`src/rtl/nfc_pkg.sv`:
```
package nfc_pkg;

  // byte offsets of the words seen by the processor
  localparam int unsigned OFF_DATA  = 0;
  localparam int unsigned OFF_MODE  = 4;
  localparam int unsigned OFF_STAT  = 8;
  localparam int unsigned OFF_ISTAT = 12;
  localparam int unsigned OFF_IMASK = 16;
  localparam int unsigned OFF_TIME  = 20;
  localparam int unsigned OFF_RST   = 24;

  typedef enum logic [1:0] {
    SEQ_IDLE   = 2'd0,
    SEQ_STROBE = 2'd1,
    SEQ_HOLD   = 2'd2
  } seq_st_e;

  // mode word, msb first: bit7 write dir, 6:5 ecc, 4 ce, 3:2 cs, 1 ale, 0 cle
  typedef struct packed {
    logic       wdir;
    logic [1:0] ecc;
    logic       ce;
    logic [1:0] cs;
    logic       ale;
    logic       cle;
  } mode_t;

  typedef struct packed {
    logic [3:0] hold;
    logic [3:0] spw;
  } timing_t;

  // strobe low time in clocks for a programmed count
  function automatic logic [4:0] strobe_len(input logic [3:0] spw);
    return {1'b0, spw} + 5'd1;
  endfunction

  // hold time in clocks for a programmed count
  function automatic logic [4:0] hold_len(input logic [3:0] hold);
    return {1'b0, hold} + 5'd2;
  endfunction

endpackage

```
`src/rtl/nfc_regfile.sv`:
```
module nfc_regfile
  import nfc_pkg::*;
#(
  parameter int BUS_W       = 32,
  parameter int ADDR_W      = 5,
  parameter int RST_CYCLES  = 4,
  parameter int SYNC_STAGES = 2
) (
  input  logic              clk,
  input  logic              rst_n,
  input  logic              bus_req,
  input  logic              bus_wr,
  input  logic [ADDR_W-1:0] bus_addr,
  input  logic [7:0]        wbyte,
  input  logic              nand_rb_n,
  output mode_t             mode,
  output timing_t           timing,
  output logic              soft_clr,
  output logic              ctrl_hit,
  output logic [BUS_W-1:0]  ctrl_rdata
);

  localparam int RCNT_W = $clog2(RST_CYCLES + 1);

  mode_t                  mode_q;
  timing_t                time_q;
  logic                   rst_busy;
  logic [RCNT_W-1:0]      rcnt;
  logic [SYNC_STAGES-1:0] rb_sync;
  logic                   flash_busy;

  logic hit_mode, hit_time, hit_rst, hit_stat;
  logic ctrl_wr;

  assign hit_mode = bus_addr == ADDR_W'(OFF_MODE);
  assign hit_time = bus_addr == ADDR_W'(OFF_TIME);
  assign hit_rst  = bus_addr == ADDR_W'(OFF_RST);
  assign hit_stat = bus_addr == ADDR_W'(OFF_STAT);
  assign ctrl_hit = bus_req && (bus_addr != ADDR_W'(OFF_DATA));
  assign ctrl_wr  = ctrl_hit && bus_wr;

  // programmable words, cleared while the soft reset runs
  always_ff @(posedge clk or negedge rst_n) begin
    if (!rst_n) begin
      mode_q <= '0;
      time_q <= '0;
    end else if (rst_busy) begin
      mode_q <= '0;
      time_q <= '0;
    end else if (ctrl_wr) begin
      if (hit_mode) mode_q <= mode_t'(wbyte);
      if (hit_time) time_q <= timing_t'(wbyte);
    end
  end

  // self-clearing soft reset
  always_ff @(posedge clk or negedge rst_n) begin
    if (!rst_n) begin
      rst_busy <= 1'b0;
      rcnt     <= '0;
    end else if (rst_busy) begin
      if (rcnt == '0) rst_busy <= 1'b0;
      else            rcnt     <= rcnt - 1'b1;
    end else if (ctrl_wr && hit_rst && wbyte[0]) begin
      rst_busy <= 1'b1;
      rcnt     <= RCNT_W'(RST_CYCLES - 1);
    end
  end

  // ready/busy synchroniser
  generate
    if (SYNC_STAGES == 1) begin : g_sync1
      always_ff @(posedge clk or negedge rst_n) begin
        if (!rst_n) rb_sync <= '1;
        else        rb_sync <= nand_rb_n;
      end
    end else begin : g_syncn
      always_ff @(posedge clk or negedge rst_n) begin
        if (!rst_n) rb_sync <= '1;
        else        rb_sync <= {rb_sync[SYNC_STAGES-2:0], nand_rb_n};
      end
    end
  endgenerate

  assign flash_busy = ~rb_sync[SYNC_STAGES-1];

  always_comb begin
    ctrl_rdata = '0;
    if (hit_mode) ctrl_rdata[7:0] = mode_q;
    if (hit_time) ctrl_rdata[7:0] = time_q;
    if (hit_stat) ctrl_rdata[7]   = flash_busy;
    if (hit_rst)  ctrl_rdata[0]   = rst_busy;
  end

  assign mode     = mode_q;
  assign timing   = time_q;
  assign soft_clr = rst_busy;

  // checker: length of the soft reset pulse
  logic [RCNT_W:0] chk_rlen;
  always_ff @(posedge clk or negedge rst_n) begin
    if (!rst_n)        chk_rlen <= '0;
    else if (rst_busy) chk_rlen <= chk_rlen + 1'b1;
    else               chk_rlen <= '0;
  end

  assert_rst_len_R10: assert property (@(posedge clk) disable iff (!rst_n)
    rst_busy |-> (chk_rlen < (RCNT_W+1)'(RST_CYCLES)));

  assert_rst_clears_R10: assert property (@(posedge clk) disable iff (!rst_n)
    rst_busy |=> (mode_q == '0 && time_q == '0));

endmodule

```
`src/rtl/nfc_seq.sv`:
```
module nfc_seq
  import nfc_pkg::*;
(
  input  logic       clk,
  input  logic       rst_n,
  input  logic       soft_clr,
  input  logic       start_wr,
  input  logic       start_rd,
  input  timing_t    timing,
  input  logic [7:0] wbyte,
  input  logic [7:0] io_in,
  output logic       seq_idle,
  output logic       seq_done,
  output logic       nwe,
  output logic       nre,
  output logic [7:0] io_out,
  output logic       io_oe,
  output logic [7:0] rd_byte
);

  seq_st_e    st;
  logic [4:0] cnt;
  logic       is_wr;
  logic [7:0] io_q;
  logic [7:0] rd_q;
  logic       strobe_low;
  logic       strobe_last;
  logic       start;

  assign start = start_wr || start_rd;

  always_ff @(posedge clk or negedge rst_n) begin
    if (!rst_n) begin
      st    <= SEQ_IDLE;
      cnt   <= '0;
      is_wr <= 1'b0;
      io_q  <= '0;
      rd_q  <= '0;
    end else if (soft_clr) begin
      st    <= SEQ_IDLE;
      cnt   <= '0;
      is_wr <= 1'b0;
      io_q  <= '0;
      rd_q  <= '0;
    end else begin
      unique case (st)
        SEQ_IDLE: if (start) begin
          st    <= SEQ_STROBE;
          cnt   <= strobe_len(timing.spw) - 5'd1;
          is_wr <= start_wr;
          if (start_wr) io_q <= wbyte;
        end
        SEQ_STROBE: if (cnt == '0) begin
          st  <= SEQ_HOLD;
          cnt <= hold_len(timing.hold) - 5'd1;
          if (!is_wr) rd_q <= io_in;
        end else begin
          cnt <= cnt - 5'd1;
        end
        SEQ_HOLD: if (cnt == '0) st  <= SEQ_IDLE;
                  else           cnt <= cnt - 5'd1;
        default: st <= SEQ_IDLE;
      endcase
    end
  end

  assign seq_idle    = st == SEQ_IDLE;
  assign strobe_low  = st == SEQ_STROBE;
  assign strobe_last = strobe_low && cnt == '0;
  assign seq_done    = st == SEQ_HOLD && cnt == '0;
  assign nwe         = !(strobe_low && is_wr);
  assign nre         = !(strobe_low && !is_wr);
  assign io_oe       = is_wr && !seq_idle;
  assign io_out      = io_q;
  assign rd_byte     = rd_q;

  // checker: measured strobe and hold lengths against the programmed counts
  logic [4:0] chk_low, chk_hold, chk_exp_s, chk_exp_h;
  always_ff @(posedge clk or negedge rst_n) begin
    if (!rst_n) begin
      chk_low   <= '0;
      chk_hold  <= '0;
      chk_exp_s <= '0;
      chk_exp_h <= '0;
    end else begin
      chk_low  <= (!nwe || !nre) ? chk_low + 5'd1 : 5'd0;
      chk_hold <= (st == SEQ_HOLD) ? chk_hold + 5'd1 : 5'd0;
      if (seq_idle && start) begin
        chk_exp_s <= strobe_len(timing.spw);
        chk_exp_h <= hold_len(timing.hold);
      end
    end
  end

  assert_one_strobe_R4: assert property (@(posedge clk) disable iff (!rst_n)
    !(!nwe && !nre));

  assert_strobe_width_R4: assert property (@(posedge clk) disable iff (!rst_n || soft_clr)
    strobe_last |-> (5'(chk_low + 5'd1) == chk_exp_s));

  assert_hold_width_R5: assert property (@(posedge clk) disable iff (!rst_n || soft_clr)
    seq_done |-> (5'(chk_hold + 5'd1) == chk_exp_h));

  assert_done_idle_R5: assert property (@(posedge clk) disable iff (!rst_n || soft_clr)
    seq_done |=> (nwe && nre));

endmodule

```
`src/rtl/nfc_pin_drv.sv`:
```
module nfc_pin_drv
  import nfc_pkg::*;
#(
  parameter int NUM_CS = 4
) (
  input  logic              clk,
  input  logic              rst_n,
  input  mode_t             mode,
  output logic              cle,
  output logic              ale,
  output logic [NUM_CS-1:0] nce
);

  assign cle = mode.cle;
  assign ale = mode.ale;

  generate
    for (genvar i = 0; i < NUM_CS; i++) begin : g_nce
      assign nce[i] = !(mode.ce && mode.cs == 2'(i));
    end
  endgenerate

  assert_nce_onehot_R3: assert property (@(posedge clk) disable iff (!rst_n)
    $onehot0(~nce));

  assert_nce_off_R3: assert property (@(posedge clk) disable iff (!rst_n)
    !mode.ce |-> (nce == '1));

endmodule

```
`src/rtl/nand_strobe_ctrl.sv`:
```
module nand_strobe_ctrl
  import nfc_pkg::*;
#(
  parameter int BUS_W       = 32,
  parameter int ADDR_W      = 5,
  parameter int NUM_CS      = 4,
  parameter int RST_CYCLES  = 4,
  parameter int SYNC_STAGES = 2
) (
  input  logic              clk,
  input  logic              rst_n,
  input  logic              bus_req,
  input  logic              bus_wr,
  input  logic [ADDR_W-1:0] bus_addr,
  input  logic [BUS_W-1:0]  bus_wdata,
  output logic [BUS_W-1:0]  bus_rdata,
  output logic              bus_ready,
  output logic              nand_cle,
  output logic              nand_ale,
  output logic [NUM_CS-1:0] nand_nce,
  output logic              nand_nwe,
  output logic              nand_nre,
  output logic [7:0]        nand_io_out,
  output logic              nand_io_oe,
  input  logic [7:0]        nand_io_in,
  input  logic              nand_rb_n
);

  mode_t            mode;
  timing_t          timing;
  logic             soft_clr;
  logic             ctrl_hit;
  logic [BUS_W-1:0] ctrl_rdata;
  logic             seq_idle, seq_done;
  logic [7:0]       rd_byte;
  logic             data_req, dir_ok, ignored, start_wr, start_rd;
  logic             unused_hi;

  assign unused_hi = ^bus_wdata[BUS_W-1:8];

  assign data_req = bus_req && (bus_addr == ADDR_W'(OFF_DATA));
  assign dir_ok   = bus_wr == mode.wdir;
  assign ignored  = data_req && !dir_ok;
  assign start_wr = data_req && dir_ok && bus_wr && seq_idle;
  assign start_rd = data_req && dir_ok && !bus_wr && seq_idle;

  nfc_regfile #(
    .BUS_W(BUS_W), .ADDR_W(ADDR_W),
    .RST_CYCLES(RST_CYCLES), .SYNC_STAGES(SYNC_STAGES)
  ) u_regs (
    .clk(clk), .rst_n(rst_n),
    .bus_req(bus_req), .bus_wr(bus_wr), .bus_addr(bus_addr),
    .wbyte(bus_wdata[7:0]), .nand_rb_n(nand_rb_n),
    .mode(mode), .timing(timing), .soft_clr(soft_clr),
    .ctrl_hit(ctrl_hit), .ctrl_rdata(ctrl_rdata)
  );

  nfc_seq u_seq (
    .clk(clk), .rst_n(rst_n), .soft_clr(soft_clr),
    .start_wr(start_wr), .start_rd(start_rd), .timing(timing),
    .wbyte(bus_wdata[7:0]), .io_in(nand_io_in),
    .seq_idle(seq_idle), .seq_done(seq_done),
    .nwe(nand_nwe), .nre(nand_nre),
    .io_out(nand_io_out), .io_oe(nand_io_oe), .rd_byte(rd_byte)
  );

  nfc_pin_drv #(.NUM_CS(NUM_CS)) u_pins (
    .clk(clk), .rst_n(rst_n), .mode(mode),
    .cle(nand_cle), .ale(nand_ale), .nce(nand_nce)
  );

  assign bus_ready = ctrl_hit || ignored || (data_req && seq_done);

  always_comb begin
    bus_rdata = '0;
    if (ctrl_hit) bus_rdata = ctrl_rdata;
    else if (data_req && !bus_wr && !mode.wdir && seq_done) bus_rdata[7:0] = rd_byte;
  end

  assert_ignored_quiet_R7: assert property (@(posedge clk) disable iff (!rst_n)
    ignored |=> (nand_nwe && nand_nre));

endmodule

```
`config.mk`:
```
export PLATFORM = sky130hd
export DESIGN_NAME = nand_strobe_ctrl
export DESIGN_NICKNAME = d
export VERILOG_FILES = /design/src/rtl/nfc_pkg.sv /design/src/rtl/nfc_regfile.sv /design/src/rtl/nfc_seq.sv /design/src/rtl/nfc_pin_drv.sv /design/src/rtl/nand_strobe_ctrl.sv
export SDC_FILE = /design/constraint.sdc
export NUM_CORES = 1
export LEC_CHECK = 0
export ABC_AREA = 1
export CAP_MARGIN = 5
export CELL_PAD_IN_SITES_DETAIL_PLACEMENT = 1
export CELL_PAD_IN_SITES_GLOBAL_PLACEMENT = 1
export CORE_MARGIN = 3
export CORE_UTILIZATION = 35
export CTS_CLUSTER_DIAMETER = 50
export DETAILED_ROUTE_END_ITERATION = 8
export MAX_ROUTING_LAYER = met4
export PLACE_DENSITY_LB_ADDON = 0.25
export SYNTH_ARGS = -nofsm -noshare
export SYNTH_HDL_FRONTEND = slang
export SYNTH_HIERARCHICAL = 1
export SYNTH_SLANG_ARGS = --single-unit
```
`constraint.sdc`:
```
create_clock -name clk -period 4.8 [get_ports clk]
set_input_delay 1.2 -clock clk [delete_from_list [all_inputs] [get_ports clk]]
set_output_delay 1.2 -clock clk [all_outputs]
set_load 0.03 [all_outputs]
```
==> out/results.ini, run 1 <==
[detailed_routing]
ant_nets=0
drt-vias-per-instance=4.64
vias=3000
dr.pass1.iters=4
drt-total-wl_mm=8.67
wl_per_cell_um=13.4
drt-initial-drc-count=136
drc=0

[synthesis]
synth_xor_area_frac=0.00536
synth_seq_cells=46
netlist_area_um2=3270
synth_mux_area_frac=0
ys_seq_area_frac=0.353
synth_compound_area_frac=0.0360
syn_area_per_cell_um2=6.70
synthCells=488
synth-adder-area-share=0.0306
synth_top_family_by_area=simple AND/OR/NAND/NOR gates
yosys_warnings=6
synthSimpleGateAreaFrac=0.397
synth.distinct_cells=34

[worst_setup_path]
endpoint_kind=output port
worstReg2RegEnd=u_seq/cnt[3]
r2r_slack_ps=2720
worstPathArrival_ps=3030
crit_start=bus_addr[2]
critPathLaunchType=primary input
cp-endpoint=bus_rdata[4]
r2r_start=u_seq/st[1]
r2r_cells=11
path_max_fanout=18
crit_type=in2out
worstPathRequired_ps=3600

[die]
dieArea_um2=10500
io_pins=100
die_h_um=103
fp-row-count=34
die_w_um=103
initial_core_util=0.368
core_area_um2=8890

[cells_and_area]
final_nets=595
n_antenna_cell=0
regArea_um2=1150
fillerInstances=1164
multi_input_area_um2=1620
final_cell_mix=nand2_1, inv_1, nand3_1, dfrtp_1, clkdlybuf4s50_1
final_common_cell=nand2_1
synthToLayoutAreaGrowth_pct=17.5
drive_gt1_frac=0.0874

[clocking]
cts_setup_buffers=0
cts_max_level=2
cts.sinks=46
clock_tree.root_cell=clkbuf_8
cts_tree=built
cts_resized=0
holdBufCountCts=0
insertion_delay_ps=310
cts_buffer_depth=2
numCtsBuffers=5
path_clk_slew_ps=90

[min_path]
hp-class=reg2reg
hp-start=u_regs/rb_sync[0]

[timing]
period_share=0.881
slew_headroom=0.302
tightest_slew_ps=1050
max_freq_mhz=236
drv_slew=0
finalHoldViolations=0
finalSetupViolCount=0
rsz0062_at_grt=false
period_needed_ps=4230
skew_ps=6.30
timing.hold.ws_ps=371
finalSetupTns_ps=0

[grt]
grt_max_degree=47
grt_pass1_wl_mm=14.1
overflow=0
grt_use_total=0.174
antenna_found_initial=0
grt_pass1_vias=3020

[pwr]
p_leak_uw=0.00228
p_per_area_nw_per_um2=381
ir_drop_v=0.000150

[placement]
port_buffers=51
hpwl_mm=6.82
place.gp.congestion=0.903

[run_status]
outcome=complete, no violations

[flow_run]
max-cap-violations=0

[cell usage after synthesis (all sizes together)]
library cell | count | area, µm²
nand2 | 176 | 671
inv | 80 | 300
nand3 | 58 | 313
nor2 | 48 | 221
dfrtp | 44 | 1100
buf | 33 | 246
o21ai | 16 | 80.1
ha | 8 | 100
nand4 | 4 | 40.0
a21oi | 3 | 15.0
clkinv | 3 | 12.5
clkbuf | 2 | 17.5
dfstp | 2 | 52.6
nand3b | 2 | 15.0
nor3 | 2 | 32.5
o21bai | 2 | 15.0
xnor2 | 2 | 17.5
conb | 1 | 3.75
o21a | 1 | 7.51
or2 | 1 | 6.26
[flip-flops by register name (all words and copies together), names as in the netlist]
name / flops
u_regs/mode: 8
u_regs/rb_sync: 2
u_regs/rcnt: 3
u_regs/soft_clr: 1
u_regs/timing: 8
u_seq/cnt: 5
u_seq/io_out: 8
u_seq/is_wr: 1
u_seq/rd_byte: 8
u_seq/st: 2
[routing by layer]
| metal | track usage | up-vias | wire length (µm) | part of all wire |
|---|---|---|---|---|
| met2 | 0.304 | 69 | 4350 | 0.50 |
| met3 | 0.0237 | 8 | 311 | 0.036 |
| met1 | 0.210 | 1394 | 3910 | 0.45 |
| met5 | - | - | 0 | 0 |
| met4 | 0.0464 | 0 | 94 | 0.011 |
| li1 | - | 1529 | - | - |
[critical path, stage by stage]
cell	delay [ps]
clkdlybuf4s50_1	530
inv_2	80
nor3_4	590
nand3_1	190
nand2_1	130
nand2_1	60
nand2_1	100
buf_4	160
[stage by stage]
step | power (µW) | setup WS, ps | utilization | cell area, µm² | instances
6_report | 1460 | 571 | 0.432 | 3840 | 646
5_1_grt | 1590 | 418 | 0.432 | 3840 | 646
4_1_cts | 1480 | 556 | 0.432 | 3840 | 646
3_5_place_dp | 1180 | 580 | 0.420 | 3730 | 638
3_3_place_gp | 1150 | 604 | 0.420 | 3730 | 638
2_1_floorplan | 1000 | 1370 | - | 3350 | 511
[how the worst min path moves through the flow]
stage | endpoint | slack [ps] | cells after the start
2_1_floorplan | u_regs/rb_sync[1] | 350 | 0
3_3_place_gp | u_regs/rb_sync[1] | 350 | 0
3_5_place_dp | u_regs/rb_sync[1] | 360 | 0
4_1_cts | u_regs/rb_sync[1] | 380 | 0
5_1_grt | u_regs/rb_sync[1] | 380 | 0
6_report | u_regs/rb_sync[1] | 370 | 0
[report_power, final]
group	leakage, µW	switching, µW	internal (µW)
Clock	0.0000514	146	156
Combinational	0.00162	423	215
Sequential	0.000608	61.4	463
[kinds of logic (layout without fill, tap and decap cells)]
kind of cell | count (synthesis) | count (layout)
compound gates | 22 | 22
flops | 46 | 46
xor+xnor | 2 | 2
buf+inv | 118 | 145
simple gates | 291 | 291
other cells | 1 | 24
fa+ha+maj | 8 | 8
[area by class of cell]
cell class / instances / area share
clock buffer: 6 / 0.0189
clock inverter: 2 / 0.00977
inverter: 83 / 0.0814
multi-input combinational: 347 / 0.423
sequential: 46 / 0.300
tap: 108 / 0.0352
timing repair buffer: 54 / 0.132
(Power assumes the default switching activity.)
==> inputs of run 2 (changes only) <==
- SLEW_MARGIN: not set -> 40
==> run 2 against run 1 <==
Compared with the run above:
- design area about the same
- critical path depth unchanged
- register-to-register slack got worse by 20 ps
- clock power decreased by 1%
- count of clock-buffer cells in the layout unchanged
- clock skew decreased by 2.2 ps
- final cell count unchanged
- critical endpoint is now bus_rdata[5]
==> out/results.ini, run 2 (same netlist as run 1, synthesis figures left out) <==
[detailed_routing]
ant_nets=0
dr.pass1.iters=4
drt-initial-drc-count=80
wl_per_cell_um=13.5
drt-total-wl_mm=8.74
drt-vias-per-instance=4.67
vias=3018
drc=0

[die]
dieArea_um2=10500
fp-row-count=34
initial_core_util=0.368
die_h_um=103
io_pins=100
die_w_um=103
core_area_um2=8890

[cells_and_area]
fillerInstances=1172
drive_gt1_frac=0.0874
n_antenna_cell=0
final_cell_mix=nand2_1, inv_1, nand3_1, dfrtp_1, clkdlybuf4s50_1
synthToLayoutAreaGrowth_pct=17.6
final_common_cell=nand2_1
final_nets=595
final_util=0.432
final_cells=646

[worst_setup_path]
cpMaxStageDelayCell=nor3_4
crit_type=in2out
cpPeakStageDelay_ps=590
cp_cell_sequence=clkdlybuf4s50_1 > inv_2 > nor3_4 > nand3_1 > nand2_1 > nand2_1 > nand2_1 > buf_4
path_max_fanout=18
worstPathArrival_ps=3020
critPathLaunchType=primary input
endpoint_kind=output port
crit_top_cell=nand2_1
worstPathRequired_ps=3600

[pwr]
p_switching_uw=626
p_leak_uw=0.00228
p_per_area_nw_per_um2=380
p_int_uw=834
switching_share=0.429
p_comb_frac=0.437
p_clk_frac=0.204
p_seq_frac=0.359
ir_drop_v=0.000127

[clocking]
holdBufCountCts=0
path_clk_slew_ps=90
insertion_delay_ps=300
cts_setup_buffers=0
cts_max_level=2
cts.sinks=46
cts_buffer_depth=2
cts_resized=0
numCtsBuffers=5
cts_tree=built
clock_tree.root_cell=clkbuf_8

[timing]
rsz0062_at_grt=false
finalSetupViolCount=0
skew_ps=4.10
layout_setup_ws_ps=581
drv_slew=0
max_freq_mhz=237
tightest_slew_ps=695
period_needed_ps=4220
slew_headroom=0.535
finalHoldViolations=0
period_share=0.879
finalSetupTns_ps=0
timing.hold.ws_ps=370

[placement]
place.gp.congestion=0.903
dp.cells=638
port_buffers=51
hpwl_mm=6.82
post-place-ws_ps=573

[run_status]
outcome=complete, no violations

[flow_run]
max-cap-violations=0

[grt]
grt_max_degree=47
grt_use_total=0.174
grt_pass1_vias=2994
overflow=0
grt_pass1_wl_mm=13.9
antenna_found_initial=0

[min_path]
hp-class=reg2reg

==> run 2: cell count changes in the layout (fill, tap and decap cells not counted) <==
cell / change
buf_4: +1
buf_2: -1
==> run 2: power groups by stage <==
stage,Clock (µW),Combinational [µW],Sequential [µW]
4_1_cts,308,646,526
6_report,297,638,525
5_1_grt,328,729,537
3_3_place_gp,0,617,529
3_5_place_dp,0,642,533
2_1_floorplan,0,486,515
==> run 2: path summary, 6_finish.rpt <==
path	slack, ps	start	cells after the start	to
worst max-delay path	580	bus_addr[2]	8	bus_rdata[5]
worst min-delay path	370	u_regs/rb_sync[0]	0	u_regs/rb_sync[1]
worst max register to register	2700	u_seq/st[1]	10	u_seq/cnt[4]
worst min register to register	370	u_regs/rb_sync[0]	0	u_regs/rb_sync[1]
max in group asynchronous	3500	rst_n	1	u_regs/mode[3]
min in group asynchronous	900	rst_n	1	u_seq/io_out[4]
==> run 2: per-stage QoR <==
step	total power, µW	area [µm²]
6_report	1460	3840
5_1_grt	1590	3840
3_5_place_dp	1180	3730
3_3_place_gp	1150	3730
4_1_cts	1480	3840
2_1_floorplan	1000	3350
==> run 2: worst max-delay path: cells and delay by family <==
family / cells / cell delay, ps
simple gates: 5 / 1060
buf+inv: 3 / 760
==> run 2: routing by layer <==
| layer | routed length [µm] | share of wire | up-vias | GRT usage |
|---|---|---|---|---|
| met5 | 0 | 0 | - | - |
| met4 | 93 | 0.011 | 0 | 0.0464 |
| met1 | 4010 | 0.46 | 1426 | 0.208 |
| met2 | 4370 | 0.50 | 59 | 0.307 |
| li1 | - | - | 1525 | - |
| met3 | 265 | 0.030 | 8 | 0.0230 |
==> run 2: cell type report <==
| class | count | area, µm² | share of cell area |
|---|---|---|---|
| clock buffer | 6 | 72.6 | 0.0189 |
| clock inverter | 2 | 37.5 | 0.00977 |
| inverter | 83 | 313 | 0.0814 |
| multi-input combinational | 347 | 1620 | 0.423 |
| sequential | 46 | 1150 | 0.300 |
| tap | 108 | 135 | 0.0352 |
| timing repair buffer | 54 | 508 | 0.132 |
==> inputs of run 3 (changes only) <==
- CORE_UTILIZATION: 35 -> 36
- PLACE_DENSITY: not set -> 0.94
- PLACE_DENSITY_LB_ADDON: 0.25 -> not set
- SYNTH_HIERARCHICAL: 1 -> not set
==> run 3 against run 2 <==
Compared with the run above:
- count of clock-buffer cells in the layout shrank 1
- largest power group unchanged
- maximum frequency shrank 6.6%
- routed wire length shrank 3.0%
- sequential power grew 1%
- sequential share of layout area grew 2.1 points
- final cell count shrank 18%
- register-to-register slack gained 120 ps
- critical path depth shrank 1
- design area shrank 6.5%
- power grew 6.4%
==> out/results.ini, run 3 <==
[synthesis]
yosysTopAreaCellShare=0.369
synth.most_common_cell=nand2_1
ys_top_cells_by_count=nand2_1, inv_1, dfrtp_1, nand3_1, buf_4
ys_seq_area_frac=0.387
synth_compound_area_frac=0.130
synth_mux_area_frac=0
yosys_most_used_dff=dfrtp_1
synth_xor_area_frac=0.00839
yosys_warnings=0
synth_seq_cells=46
synth_edf_count=0
synthSimpleGateAreaFrac=0.283
synth_top_family_by_area=simple AND/OR/NAND/NOR gates
synthArstFlopShare=1.00
yosysTopAreaCell=dfrtp_1
synth.distinct_cells=33
synth-adder-area-share=0.0336
syn_area_per_cell_um2=7.97
yosys-top-cells-area=dfrtp_1, nand2_1, inv_1, buf_4, nand3_1
netlist_area_um2=2980
synthCells=374

[worst_setup_path]
r2r_slack_ps=2820
endpoint_kind=output port
r2r_start=u_regs.soft_clr
worstPathRequired_ps=3600
path_max_fanout=8
cp-endpoint=bus_rdata[1]
r2r_cells=9
worstPathArrival_ps=3320
critPathLaunchType=primary input
worstReg2RegEnd=u_seq.cnt[3]
crit_type=in2out
crit_start=bus_addr[1]

[run_status]
outcome=complete, no violations

[pwr]
switching_share=0.438
p_seq_frac=0.341
p_switching_uw=681
total_power_uw=1550
p_comb_frac=0.461
p_per_area_nw_per_um2=432
p_int_uw=873
p_clk_frac=0.198
ir_drop_v=0.000236
p_leak_uw=0.00170

[detailed_routing]
wl_met2_mm=4.66
drc=0
drt-initial-drc-count=67
wl_met1_mm=3.30
ant_nets=0
drt-total-wl_mm=8.48
dr.pass1.iters=4
wl_per_cell_um=16.1
drt-vias-per-instance=4.97
wl_met3_um=301
top_layer_used=met4
vias=2624

[timing]
max_freq_mhz=221
finalSetupViolCount=0
tightest_slew_ps=691
skew_ps=7.94
slew_headroom=0.540
rsz0062_at_grt=false
period_share=0.941
drv_slew=0
finalSetupTns_ps=0
finalHoldViolations=0
period_needed_ps=4520

[die]
die_h_um=97.0
core_area_um2=7890
dieArea_um2=9410
initial_core_util=0.378
fp-row-count=32
die_w_um=97.0
io_pins=100

[cells_and_area]
n_antenna_cell=0
final_cell_mix=nand2_1, inv_1, clkdlybuf4s50_1, dfrtp_1, nand3_1
synthToLayoutAreaGrowth_pct=20.6
final_nets=483
final_common_cell=nand2_1
drive_gt1_frac=0.136
fillerInstances=962

[clocking]
cts_setup_buffers=0
cts_max_level=2
clock_tree.root_cell=clkbuf_8
path_clk_slew_ps=90
cts_resized=0
cts_tree=built
cts_buffer_depth=2
cts.sinks=46
numCtsBuffers=5
holdBufCountCts=0
insertion_delay_ps=310

[grt]
antenna_found_initial=0
grt_pass1_vias=2916
grt_pass1_wl_mm=14.1
grt_max_degree=47
grt_use_total=0.187
overflow=0

[placement]
hpwl_mm=6.51
port_buffers=51
place.gp.congestion=0.844

[min_path]
hp-class=reg2reg
hp-start=u_regs.rb_sync[0]

[flow_run]
max-cap-violations=0

-- run 3: layer usage --
metal / GRT usage / vias up
li1: - / 1249
met1: 0.200 / 1294
met2: 0.345 / 61
met3: 0.0324 / 20
met4: 0.0680 / 0
met5: - / -
-- run 3: per-stage QoR --
stage               instance area (µm²)  hold WS [ps]  worst slack, ps  std cells   util
floorplan                          3070           345             1440        397      -
global placement                   3470           347              362        520  0.441
detailed placement                 3480           349              279        520  0.441
CTS                                3590           363              274        528  0.456
global route                       3590           370              191        528  0.456
finish                             3590           362              284        528  0.456
-- run 3: worst max-delay path, cell delays in order --
cell and delay [ps]:
clkdlybuf4s50_1 450, nor2_4 230, nand4_4 130, nor2_4 180
nand4_4 230, o21ai_2 200, clkdlybuf4s50_1 690
-- run 3: power by group through the flow --
| stage | logic, µW | registers, µW | clock network (µW) |
|---|---|---|---|
| 6_report | 717 | 530 | 307 |
| 5_1_grt | 804 | 540 | 332 |
| 4_1_cts | 720 | 530 | 312 |
| 3_5_place_dp | 711 | 537 | 0 |
| 3_3_place_gp | 661 | 530 | 0 |
| 2_1_floorplan | 508 | 543 | 0 |
-- run 3: logic make-up (layout without fill, tap and decap cells) --
kind of cell             count (synthesis)  in the layout
AND/OR/NAND/NOR                        164            164
buffers and inverters                   93            122
AO/OA/AOI/OAI                           60             60
flip-flops                              46             46
adder cells (fa/ha/maj)                  8              8
XOR/XNOR                                 2              2
other                                    1             24
-- run 3: how the worst min path moves through the flow --
stage / endpoint / cells after the start
floorplan: u_regs.rb_sync[1] / 0
global placement: u_regs.rb_sync[1] / 0
detailed placement: u_regs.rb_sync[1] / 0
CTS: u_regs.rb_sync[1] / 0
global route: u_regs.rb_sync[1] / 0
finish: u_regs.rb_sync[1] / 0
-- run 3: layout make-up --
cell class	count	area [µm²]	share of cell area
timing repair buffer	52	515	0.143
clock inverter	3	48.8	0.0136
tap	102	128	0.0355
clock buffer	5	68.8	0.0191
sequential	46	1150	0.321
multi-input combinational	258	1450	0.402
inverter	62	234	0.0651
